$ cat src/rtl/flash_poll_pkg.sv
package flash_poll_pkg;
  typedef enum logic [1:0] {
    MODE_DATA   = 2'b00,
    MODE_TOGGLE = 2'b01,
    MODE_READY  = 2'b10,
    MODE_RSVD   = 2'b11
  } poll_mode_e;

  typedef enum logic [2:0] {
    ST_IDLE,
    ST_RD,
    ST_CAP,
    ST_RDY,
    ST_FRD,
    ST_FCAP
  } poll_state_e;
endpackage

$ cat src/rtl/poll_judge.sv
module poll_judge
  import flash_poll_pkg::*;
#(
  parameter int DW       = 8,
  parameter int POLL_BIT = 7,
  parameter int TOG_BIT  = 6
) (
  input  poll_mode_e        mode_i,
  input  logic [DW-1:0]     rd_data_i,
  input  logic [DW-1:0]     expect_i,
  input  logic              prev_valid_i,
  input  logic              prev_tog_i,
  input  logic              ready_i,
  output logic              complete_o
);
  always_comb begin
    unique case (mode_i)
      MODE_TOGGLE: complete_o = prev_valid_i && (rd_data_i[TOG_BIT] == prev_tog_i);
      MODE_READY:  complete_o = ready_i;
      default:     complete_o = (rd_data_i[POLL_BIT] == expect_i[POLL_BIT]);
    endcase
  end
endmodule

$ cat src/rtl/poll_limit.sv
module poll_limit #(
  parameter int CW = 16
) (
  input  logic          clk_i,
  input  logic          rst_ni,
  input  logic          clear_i,
  input  logic          step_i,
  input  logic [CW-1:0] limit_i,
  output logic          hit_o
);
  logic [CW:0] cnt_q;
  logic [CW:0] cnt_nxt;

  assign cnt_nxt = cnt_q + 1'b1;
  // limit 0 behaves as 1: the first failing step already hits
  assign hit_o   = step_i && (cnt_nxt >= {1'b0, limit_i});

  always_ff @(posedge clk_i or negedge rst_ni) begin
    if (!rst_ni)      cnt_q <= '0;
    else if (clear_i) cnt_q <= '0;
    else if (step_i)  cnt_q <= cnt_nxt;
  end
endmodule

$ cat src/rtl/flash_done_poller.sv
module flash_done_poller
  import flash_poll_pkg::*;
#(
  parameter int AW = 20,
  parameter int DW = 8,
  parameter int CW = 16
) (
  input  logic          clk_i,
  input  logic          rst_ni,
  input  logic          start_i,
  input  logic [1:0]    mode_i,
  input  logic [AW-1:0] addr_i,
  input  logic [DW-1:0] expect_i,
  input  logic [CW-1:0] max_polls_i,
  input  logic          ready_i,
  output logic          rd_o,
  output logic [AW-1:0] rd_addr_o,
  input  logic [DW-1:0] rd_data_i,
  output logic          busy_o,
  output logic          done_o,
  output logic          timeout_o,
  output logic [DW-1:0] data_o
);
  localparam int POLL_BIT = DW - 1;
  localparam int TOG_BIT  = DW - 2;

  poll_state_e   state_q, state_d;
  poll_mode_e    mode_q;
  logic [AW-1:0] addr_q;
  logic [DW-1:0] expect_q;
  logic [CW-1:0] limit_q;
  logic [DW-1:0] data_q;
  logic          prev_tog_q, prev_valid_q;
  logic          done_q, tout_q;
  logic          accept, eval, complete, hit;

  assign accept = (state_q == ST_IDLE) && start_i;
  assign eval   = (state_q == ST_CAP) || (state_q == ST_RDY);

  poll_judge #(.DW(DW), .POLL_BIT(POLL_BIT), .TOG_BIT(TOG_BIT)) u_judge (
    .mode_i      (mode_q),
    .rd_data_i   (rd_data_i),
    .expect_i    (expect_q),
    .prev_valid_i(prev_valid_q),
    .prev_tog_i  (prev_tog_q),
    .ready_i     (ready_i),
    .complete_o  (complete)
  );

  poll_limit #(.CW(CW)) u_limit (
    .clk_i  (clk_i),
    .rst_ni (rst_ni),
    .clear_i(accept),
    .step_i (eval && !complete),
    .limit_i(limit_q),
    .hit_o  (hit)
  );

  always_comb begin
    state_d = state_q;
    unique case (state_q)
      ST_IDLE: if (start_i) state_d = (poll_mode_e'(mode_i) == MODE_READY) ? ST_RDY : ST_RD;
      ST_RD:   state_d = ST_CAP;
      ST_CAP:  state_d = complete ? ST_FRD : (hit ? ST_IDLE : ST_RD);
      ST_RDY:  state_d = complete ? ST_FRD : (hit ? ST_IDLE : ST_RDY);
      ST_FRD:  state_d = ST_FCAP;
      ST_FCAP: state_d = ST_IDLE;
      default: state_d = ST_IDLE;
    endcase
  end

  always_ff @(posedge clk_i or negedge rst_ni) begin
    if (!rst_ni) begin
      state_q      <= ST_IDLE;
      mode_q       <= MODE_DATA;
      addr_q       <= '0;
      expect_q     <= '0;
      limit_q      <= '0;
      data_q       <= '0;
      prev_tog_q   <= 1'b0;
      prev_valid_q <= 1'b0;
      done_q       <= 1'b0;
      tout_q       <= 1'b0;
    end else begin
      state_q <= state_d;
      done_q  <= (state_q == ST_FCAP);
      tout_q  <= eval && !complete && hit;
      if (accept) begin
        mode_q       <= poll_mode_e'(mode_i);
        addr_q       <= addr_i;
        expect_q     <= expect_i;
        limit_q      <= max_polls_i;
        data_q       <= '0;
        prev_valid_q <= 1'b0;
      end
      if (state_q == ST_CAP) begin
        data_q       <= rd_data_i;
        prev_tog_q   <= rd_data_i[TOG_BIT];
        prev_valid_q <= 1'b1;
      end
      if (state_q == ST_FCAP) data_q <= rd_data_i;
    end
  end

  assign rd_o      = (state_q == ST_RD) || (state_q == ST_FRD);
  assign rd_addr_o = addr_q;
  assign busy_o    = (state_q != ST_IDLE);
  assign done_o    = done_q;
  assign timeout_o = tout_q;
  assign data_o    = data_q;
endmodule

$ cat config.mk
export PLATFORM = sky130hd
export DESIGN_NAME = flash_done_poller
export DESIGN_NICKNAME = d
export VERILOG_FILES = /design/src/rtl/flash_poll_pkg.sv /design/src/rtl/poll_judge.sv /design/src/rtl/poll_limit.sv /design/src/rtl/flash_done_poller.sv
export SDC_FILE = /design/constraint.sdc
export NUM_CORES = 1
export LEC_CHECK = 0
export BUFFER_PORTS_ARGS = -buffer_cell sky130_fd_sc_hd__buf_4
export CAP_MARGIN = 10
export CORE_ASPECT_RATIO = 0.75
export CORE_MARGIN = 2
export CORE_UTILIZATION = 55
export CTS_CLUSTER_DIAMETER = 60
export DETAILED_ROUTE_END_ITERATION = 7
export HOLD_SLACK_MARGIN = 0.05
export PLACE_DENSITY_LB_ADDON = 0.08
export SLEW_MARGIN = 5
export SYNTH_ARGS = -nofsm -noshare
export SYNTH_HDL_FRONTEND = slang
export SYNTH_SLANG_ARGS = --single-unit
$ cat constraint.sdc
create_clock -name clk_i -period 7.4 [get_ports clk_i]
set_input_delay 0 -clock clk_i [delete_from_list [all_inputs] [get_ports clk_i]]
set_output_delay 0 -clock clk_i [all_outputs]
set_load 0.02 [all_outputs]
==> flow_metrics.py, run 1 <==
metrics = {
    "critical_path": {
        "r2r-end": "state_q[1]",
        "path_cells": "ha_1 > nand4_4 > nor2_4 > nand3_1 > xnor2_1 > ha_1 > nand4_1 > nor3_1 > a2111oi_0 > o311ai_1 > o41ai_2",
        "ff2ff_path_depth": 11,
        "cp_max_fo": 5,
        "worstSetupEndpointType": "flop",
        "worstPathArrival_ps": 3340,
        "regToRegSetupSlack_ps": 4320,
        "crit_type": "reg -> reg",
        "path_buf_inv": 0,
        "timing.rr.start": "u_limit.cnt_q[0]",
        "cp_slowest_cell": "dfrtp_1",
        "cp_common_cell": "ha_1",
        "max_stage_delay_ps": 460,
        "critical_path_required_ps": 7660,
        "cp_top_family": "compound AO/OA/AOI/OAI gates",
        "start_kind": "flop",
    },
    "timing": {
        "skew_ps": 8.732,
        "relSlewSlack": 0.3995,
        "hold_violations": 0,
        "min_period_over_period": 0.4164,
        "setup_viol": 0,
        "slew_viol_final": 0,
        "setup_slack_ps": 4319,
        "max_freq_mhz": 324.6,
        "tightest_slew_ps": 900.8,
        "setup_tns_ps": 0,
        "period_minus_slack_ps": 3081,
        "rsz0062_at_grt": "false",
    },
    "power": {
        "combPwrFrac": 0.434,
        "vdd.ir_drop.worst_mv": 0.2171,
        "p_total_mw": 1.730,
        "power.share.sequential": 0.358,
        "clkPwrFrac": 0.208,
        "power_switching_uw": 699.8,
        "power_density_nw_per_um2": 347.6,
        "intPower_mw": 1.030,
        "p_leak_nw": 2.590,
        "sw_frac_of_total": 0.4045,
    },
    "outcome": {
        "outcome": "finished clean",
    },
    "floorplanning": {
        "die_x_um": 97.52,
        "dieArea_um2": 7229,
        "initial_core_util": 0.5709,
        "rows": 25,
        "fp.dieH_um": 74.14,
        "core_area_um2": 6319,
        "io_pins": 90,
    },
    "min_path": {
        "hp-start": "ready_i",
        "worstHoldPathType": "in -> reg",
        "min_to": "state_q[1]",
        "hold_depth": 6,
    },
    "cts": {
        "cts_inserted_buffers": 9,
        "ctsHtreeMaxLevel": 3,
        "post_cts_resize_count": 0,
        "postCtsSetupBuffers": 0,
        "clock_path_buffers": 2,
        "insertion_delay_ps": 360,
        "cts_tree": "yes",
        "path_clk_slew_ps": 90,
        "cts_sinks": 71,
        "ctsRootBufferMaster": "clkbuf_8",
    },
    "global_route": {
        "grt_max_degree": 72,
        "grt_overflow": 0,
        "grt_first_pass_wirelength_um": 13900,
        "grt_pass1_vias": 2985,
        "antenna_found_initial": 0,
        "track_usage": 0.2467,
    },
    "layout": {
        "postLayoutCellArea_um2": 4977,
        "nFillCells": 420,
        "utilization": 0.7877,
        "fin_nets": 584,
        "area_growth_pct": 37.98,
        "diodes": 0,
        "drive_gt1_frac": 0.2383,
    },
    "drt": {
        "postRouteAntennaNets": 0,
        "drc_errors": 0,
        "totalWireLength_um": 8382,
        "vias": 3030,
        "dr.pass1.iters": 4,
        "wl_per_cell_um": 14.13,
        "drt-initial-drc-count": 103,
        "viasPerCell": 5.110,
    },
    "yosys": {
        "synthArstFlopShare": 1.000,
        "synth-edff-count": 0,
        "syn_inst": 378,
        "ys_types": 45,
        "synthesis.area_um2": 3607,
        "ys.flop_type": "dfrtp_1",
        "synth-seq-cells": 71,
        "synth_warnings": 0,
        "syn_area_per_cell_um2": 9.543,
        "synth_nets": 455,
        "synth-seq-area-share": 0.4925,
    },
    "placed_design": {
        "dp_hpwl_um": 5199,
        "globalplace.congestion": 0.8339,
        "preCtsSetupSlack_ps": 4342,
        "placedInstanceArea_um2": 4260,
        "io_buffers": 82,
    },
    "job": {
        "drv_cap": 0,
    },
}
[cell families after synthesis]
logic type               share of synthesized area
buffers and inverters                      0.04370
AND/OR/NAND/NOR                             0.2105
flip-flops                                  0.4925
adder cells (fa/ha/maj)                    0.06590
AO/OA/AOI/OAI                               0.1155
multiplexers                               0.02428
XOR/XNOR                                   0.04752
[sequential cells by signal (all words and copies together) (netlist names)]
signal         cells
data_o             8
done_o             1
expect_q           1
limit_q           16
mode_q             2
prev_tog_q         1
prev_valid_q       1
rd_addr_o         20
state_q            3
timeout_o          1
u_limit.cnt_q     17
[worst register-to-register path, cell delays in order (launching register included)]
cell and delay (ps):
dfrtp_1 460, ha_1 330, nand4_4 160, nor2_4 140, nand3_1 140, xnor2_1 160, ha_1 320, nand4_1 170
nor3_1 70, a2111oi_0 450, o311ai_1 240, o41ai_2 330
[metal layers]
metal / track usage / share of wire / up-vias
met5: 0 / 0 / -
met4: 0.08025 / 0.016 / 0
met3: 0.07989 / 0.040 / 13
li1: - / - / 1516
met2: 0.4176 / 0.50 / 57
met1: 0.3086 / 0.45 / 1444
[per-stage QoR]
| stage | cells | hold slack [ps] |
|---|---|---|
| 5_1_grt | 593 | 172.3 |
| 6_report | 593 | 152.3 |
| 3_5_place_dp | 528 | 181.0 |
| 3_3_place_gp | 528 | 188.7 |
| 4_1_cts | 593 | 134.3 |
| 2_1_floorplan | 378 | -295.6 |
[repair_timing]
item                                   4_1_cts  5_1_grt
setup endpoints to repair                    0        0
hold buffers                                49        0
endpoints found under the hold margin      121        0
[cell type report]
| cell class | instances | area (µm²) | share of cell area |
|---|---|---|---|
| clock inverter | 7 | 102.6 | 0.02061 |
| multi-input combinational | 271 | 1673 | 0.3361 |
| clock buffer | 9 | 123.9 | 0.02489 |
| inverter | 21 | 78.83 | 0.01584 |
| timing repair buffer | 133 | 1121 | 0.2252 |
| sequential | 71 | 1777 | 0.3570 |
| tap | 81 | 101.3 | 0.02036 |
[synthesized netlist by cell type, types with 2 or more instances]
library cell	instances	area, µm²
nor2_1	14	52.55
dfrtp_1	71	1777
a21oi_1	7	35.03
nand2_1	114	427.9
a21o_1	9	67.56
ha_1	19	237.7
xor2_2	2	32.53
nand4_1	5	31.28
nor2_4	4	45.04
o21ai_0	26	130.1
xor2_1	6	52.55
inv_1	21	78.83
nand2b_1	5	31.28
clkbuf_1	4	15.01
mux2_2	6	67.56
mux2i_1	2	20.02
or3_1	2	12.51
xnor2_1	8	70.07
nor3_1	3	15.01
a22o_1	11	96.34
buf_2	8	40.04
nand3_1	6	30.03
and3_1	3	18.77
[power groups by stage]
stage               clock (mW)  sequential [mW]  combinational, mW
finish                   0.360            0.619              0.751
global route             0.382            0.639              0.834
floorplan                    0            0.685              0.423
global placement             0            0.617              0.703
CTS                      0.367            0.619              0.754
detailed placement           0            0.622              0.728
[worst max path at each step]
stage                     startpoint         end  slack [ps]  cells past startpoint
floorplan           u_limit.cnt_q[0]  state_q[1]        4840                     11
global placement    u_limit.cnt_q[0]  state_q[1]        4460                     11
detailed placement  u_limit.cnt_q[0]  state_q[1]        4340                     11
CTS                 u_limit.cnt_q[0]  state_q[1]        4300                     11
global route        u_limit.cnt_q[0]  state_q[1]        4050                     11
finish              u_limit.cnt_q[0]  state_q[1]        4320                     11
[cells in the final DEF, fill, tap and decap left out, types with 3 or more instances in the layout]
master / n
dfrtp_1: 71
and3_1: 3
mux2_2: 6
inv_6: 3
nand2_1: 114
nand3_1: 6
nor3_1: 3
dlygate4sd3_1: 49
nand2b_1: 5
buf_4: 84
a22o_1: 11
ha_1: 19
nor2_1: 14
clkbuf_8: 9
o21ai_0: 26
nor2_4: 4
nand4_1: 5
a21o_1: 9
a21oi_1: 7
xnor2_1: 8
inv_1: 21
xor2_1: 6
Note: power is estimated with default switching activity, not from simulation.
==> run 2, diff against run 1 <==
--- a/config.mk
+++ b/config.mk
@@ -5,11 +5,12 @@
 export SDC_FILE = /design/constraint.sdc
 export NUM_CORES = 1
 export LEC_CHECK = 0
+export ABC_AREA = 1
 export BUFFER_PORTS_ARGS = -buffer_cell sky130_fd_sc_hd__buf_4
 export CAP_MARGIN = 10
 export CORE_ASPECT_RATIO = 0.75
 export CORE_MARGIN = 2
-export CORE_UTILIZATION = 55
+export CORE_UTILIZATION = 48
 export CTS_CLUSTER_DIAMETER = 60
 export DETAILED_ROUTE_END_ITERATION = 7
 export HOLD_SLACK_MARGIN = 0.05
==> constraint.sdc (replaced) <==
create_clock -name clk_i -period 2.6 [get_ports clk_i]
set_input_delay 0 -clock clk_i [delete_from_list [all_inputs] [get_ports clk_i]]
set_output_delay 0 -clock clk_i [all_outputs]
set_load 0.02 [all_outputs]
==> flow_metrics.py, run 2 <==
metrics = {
    "critical_path": {
        "path_cells": "ha_2 > nand3_2 > inv_2 > nand4_4 > buf_6 > nor3_4 > xor2_1 > inv_1 > ha_1 > nand2_1 > inv_2 > nand3_2 > nor3_2 > a21o_2 > nor2_4 > nand3_2 > a21oi_2",
        "worstSetupEndpointType": "flop",
        "max_stage_delay_ps": 380,
        "start_kind": "flop",
        "cp_common_cell": "nand3_2",
        "cp_max_fo": 3,
        "crit_type": "reg -> reg",
        "critical_path_required_ps": 2870,
        "cp_slowest_cell": "dfrtp_1",
        "worstPathArrival_ps": 2830,
    },
    "layout": {
        "utilization": 0.7174,
        "mostFrequentLayoutCells": "nand2_1, buf_4, dfrtp_1, inv_1, dlygate4sd3_1",
        "drive_gt1_frac": 0.2828,
        "final_common_cell": "nand2_1",
        "diodes": 0,
        "area_growth_pct": 45.33,
        "largest_reg_flops": 20,
        "fin_nets": 660,
    },
    "cts": {
        "cts_inserted_buffers": 9,
        "cts_tree": "yes",
        "insertion_delay_ps": 340,
        "clock_path_buffers": 2,
        "ctsRootBufferMaster": "clkbuf_8",
        "cts_sinks": 71,
        "path_clk_slew_ps": 70,
        "ctsHtreeMaxLevel": 3,
    },
    "timing": {
        "min_period_over_period": 0.9837,
        "relSlewSlack": 0.3960,
        "skew_ps": 7.990,
        "hold_violations": 0,
        "holdWs_ps": 154.4,
        "setup_viol": 0,
        "slew_viol_final": 0,
        "period_minus_slack_ps": 2558,
        "tightest_slew_ps": 906.0,
        "max_freq_mhz": 391.0,
        "rsz0062_at_grt": "true",
    },
    "yosys": {
        "synthesis.area_um2": 3602,
        "synth-seq-area-share": 0.4932,
        "ys_top_cells_by_area": "dfrtp_1, nand2_1, ha_1",
        "synth_top_area_frac": 0.4932,
        "synthArstFlopShare": 1.000,
        "synth-seq-cells": 71,
        "syn_inst": 432,
        "synthTopCellsByCount": "nand2_1, dfrtp_1, inv_1",
        "synth_most_common_cell": "nand2_1",
        "synth_warnings": 0,
        "synth_nets": 509,
        "syn_area_per_cell_um2": 8.338,
        "synth-edff-count": 0,
        "ys.flop_type": "dfrtp_1",
        "ys_types": 29,
        "synth_top_area_cell": "dfrtp_1",
    },
    "drt": {
        "wl_per_cell_um": 13.32,
        "vias": 3263,
        "drc_errors": 0,
        "drt-initial-drc-count": 117,
        "totalWireLength_um": 9161,
        "dr.pass1.iters": 4,
        "viasPerCell": 4.743,
        "postRouteAntennaNets": 0,
    },
    "placed_design": {
        "globalplace.congestion": 0.8175,
        "dp_hpwl_um": 5744,
        "io_buffers": 82,
    },
    "floorplanning": {
        "rows": 27,
        "initial_core_util": 0.4937,
        "fp.dieH_um": 79.03,
        "dieArea_um2": 8221,
        "io_pins": 90,
        "die_x_um": 104.0,
        "core_area_um2": 7297,
    },
    "power": {
        "p_leak_nw": 2.815,
        "power_density_nw_per_um2": 903.5,
        "vdd.ir_drop.worst_mv": 0.4995,
    },
    "global_route": {
        "grt_overflow": 0,
        "grt_pass1_vias": 3347,
        "antenna_found_initial": 0,
        "track_usage": 0.2348,
        "grt_max_degree": 72,
        "grt_first_pass_wirelength_um": 15400,
    },
    "job": {
        "drv_cap": 0,
    },
    "min_path": {
        "worstHoldPathType": "in -> reg",
    },
    "outcome": {
        "outcome": "finished clean",
    },
}
[run 2: changes by cell type after synthesis, moves of 8 or more]
| cell | previous run | this run |
|---|---|---|
| xnor2_1 | 8 | 0 |
| a21o_1 | 9 | 1 |
| inv_2 | 0 | 9 |
| nand2_1 | 114 | 145 |
| inv_1 | 21 | 52 |
| a22o_1 | 11 | 0 |
| nand3_1 | 6 | 24 |
[run 2: area by class of cell]
type | count | area, µm²
timing repair buffer | 152 | 1275
multi-input combinational | 287 | 1660
fill | 575 | 2062
clock buffer | 11 | 141.4
clock inverter | 4 | 22.52
sequential | 71 | 1777
tap | 101 | 126.4
inverter | 62 | 232.7
[run 2: per-layer routing]
layer	routed length, µm	global-route usage	part of all wire	vias to the layer above
met2	4594	0.4013	0.50	76
li1	-	-	-	1647
met4	142	0.07027	0.016	0
met1	4026	0.2959	0.44	1527
met3	398	0.06240	0.043	13
met5	0	0	0	-
[run 2: logic make-up (layout without fill, tap and decap cells)]
logic type	after synthesis	after routing	synth area share
and+or+nand+nor	204	204	0.2501
adders and majority gates	19	19	0.06600
buffers and inverters	74	229	0.08058
AOI/OAI and AO/OA	50	50	0.07399
xor gates and xnor gates	14	14	0.03613
DFF	71	71	0.4932
[run 2: path summary, 6_finish.rpt]
path / slack, ps / endpoint / depth (start not counted) / startpoint
worst min register to register: 490 / rd_addr_o[3] / 2 / rd_addr_o[3]
max in group asynchronous: 1680 / u_limit.cnt_q[7] / 2 / rst_ni
min in group asynchronous: 310 / limit_q[13] / 2 / rst_ni
worst max-delay path: 40 / state_q[0] / 17 / u_limit.cnt_q[0]
worst max register to register: 40 / state_q[0] / 17 / u_limit.cnt_q[0]
worst min-delay path: 150 / state_q[2] / 5 / ready_i
[run 2: metrics by stage]
stage	instances	instance area [µm²]	total power [mW]	TNS (ps)	setup slack [ps]
2_1_floorplan	432	3602	3.011	0	166.7
3_3_place_gp	609	4332	3.740	0	64.22
3_5_place_dp	609	4332	3.796	-128.6	-72.14
4_1_cts	681	5111	4.684	0	0.9830
5_1_grt	688	5235	5.145	-288.1	-145.1
6_report	688	5235	4.730	0	42.27
[run 2: report_power, final]
group	switching [mW]	internal, mW	leakage (nW)
Sequential	0.209	1.50	0.911
Clock	0.396	0.362	0.0850
Combinational	1.38	0.880	1.82
[run 2: timing repair]
action	CTS	global route
gates resized for setup	12	16
pin swaps	6	12
hold buffers	49	0
setup endpoints to repair	3	3
endpoints found under the hold margin	121	0
buffers inserted	8	7
[run 2: worst max-delay path: cells and delay by family, from the launching register on]
kind	cells	cell delay, ps
flops	1	380
simple gates	8	680
buf+inv	4	380
xor+xnor	1	220
fa+ha+maj	2	500
compound gates	2	340
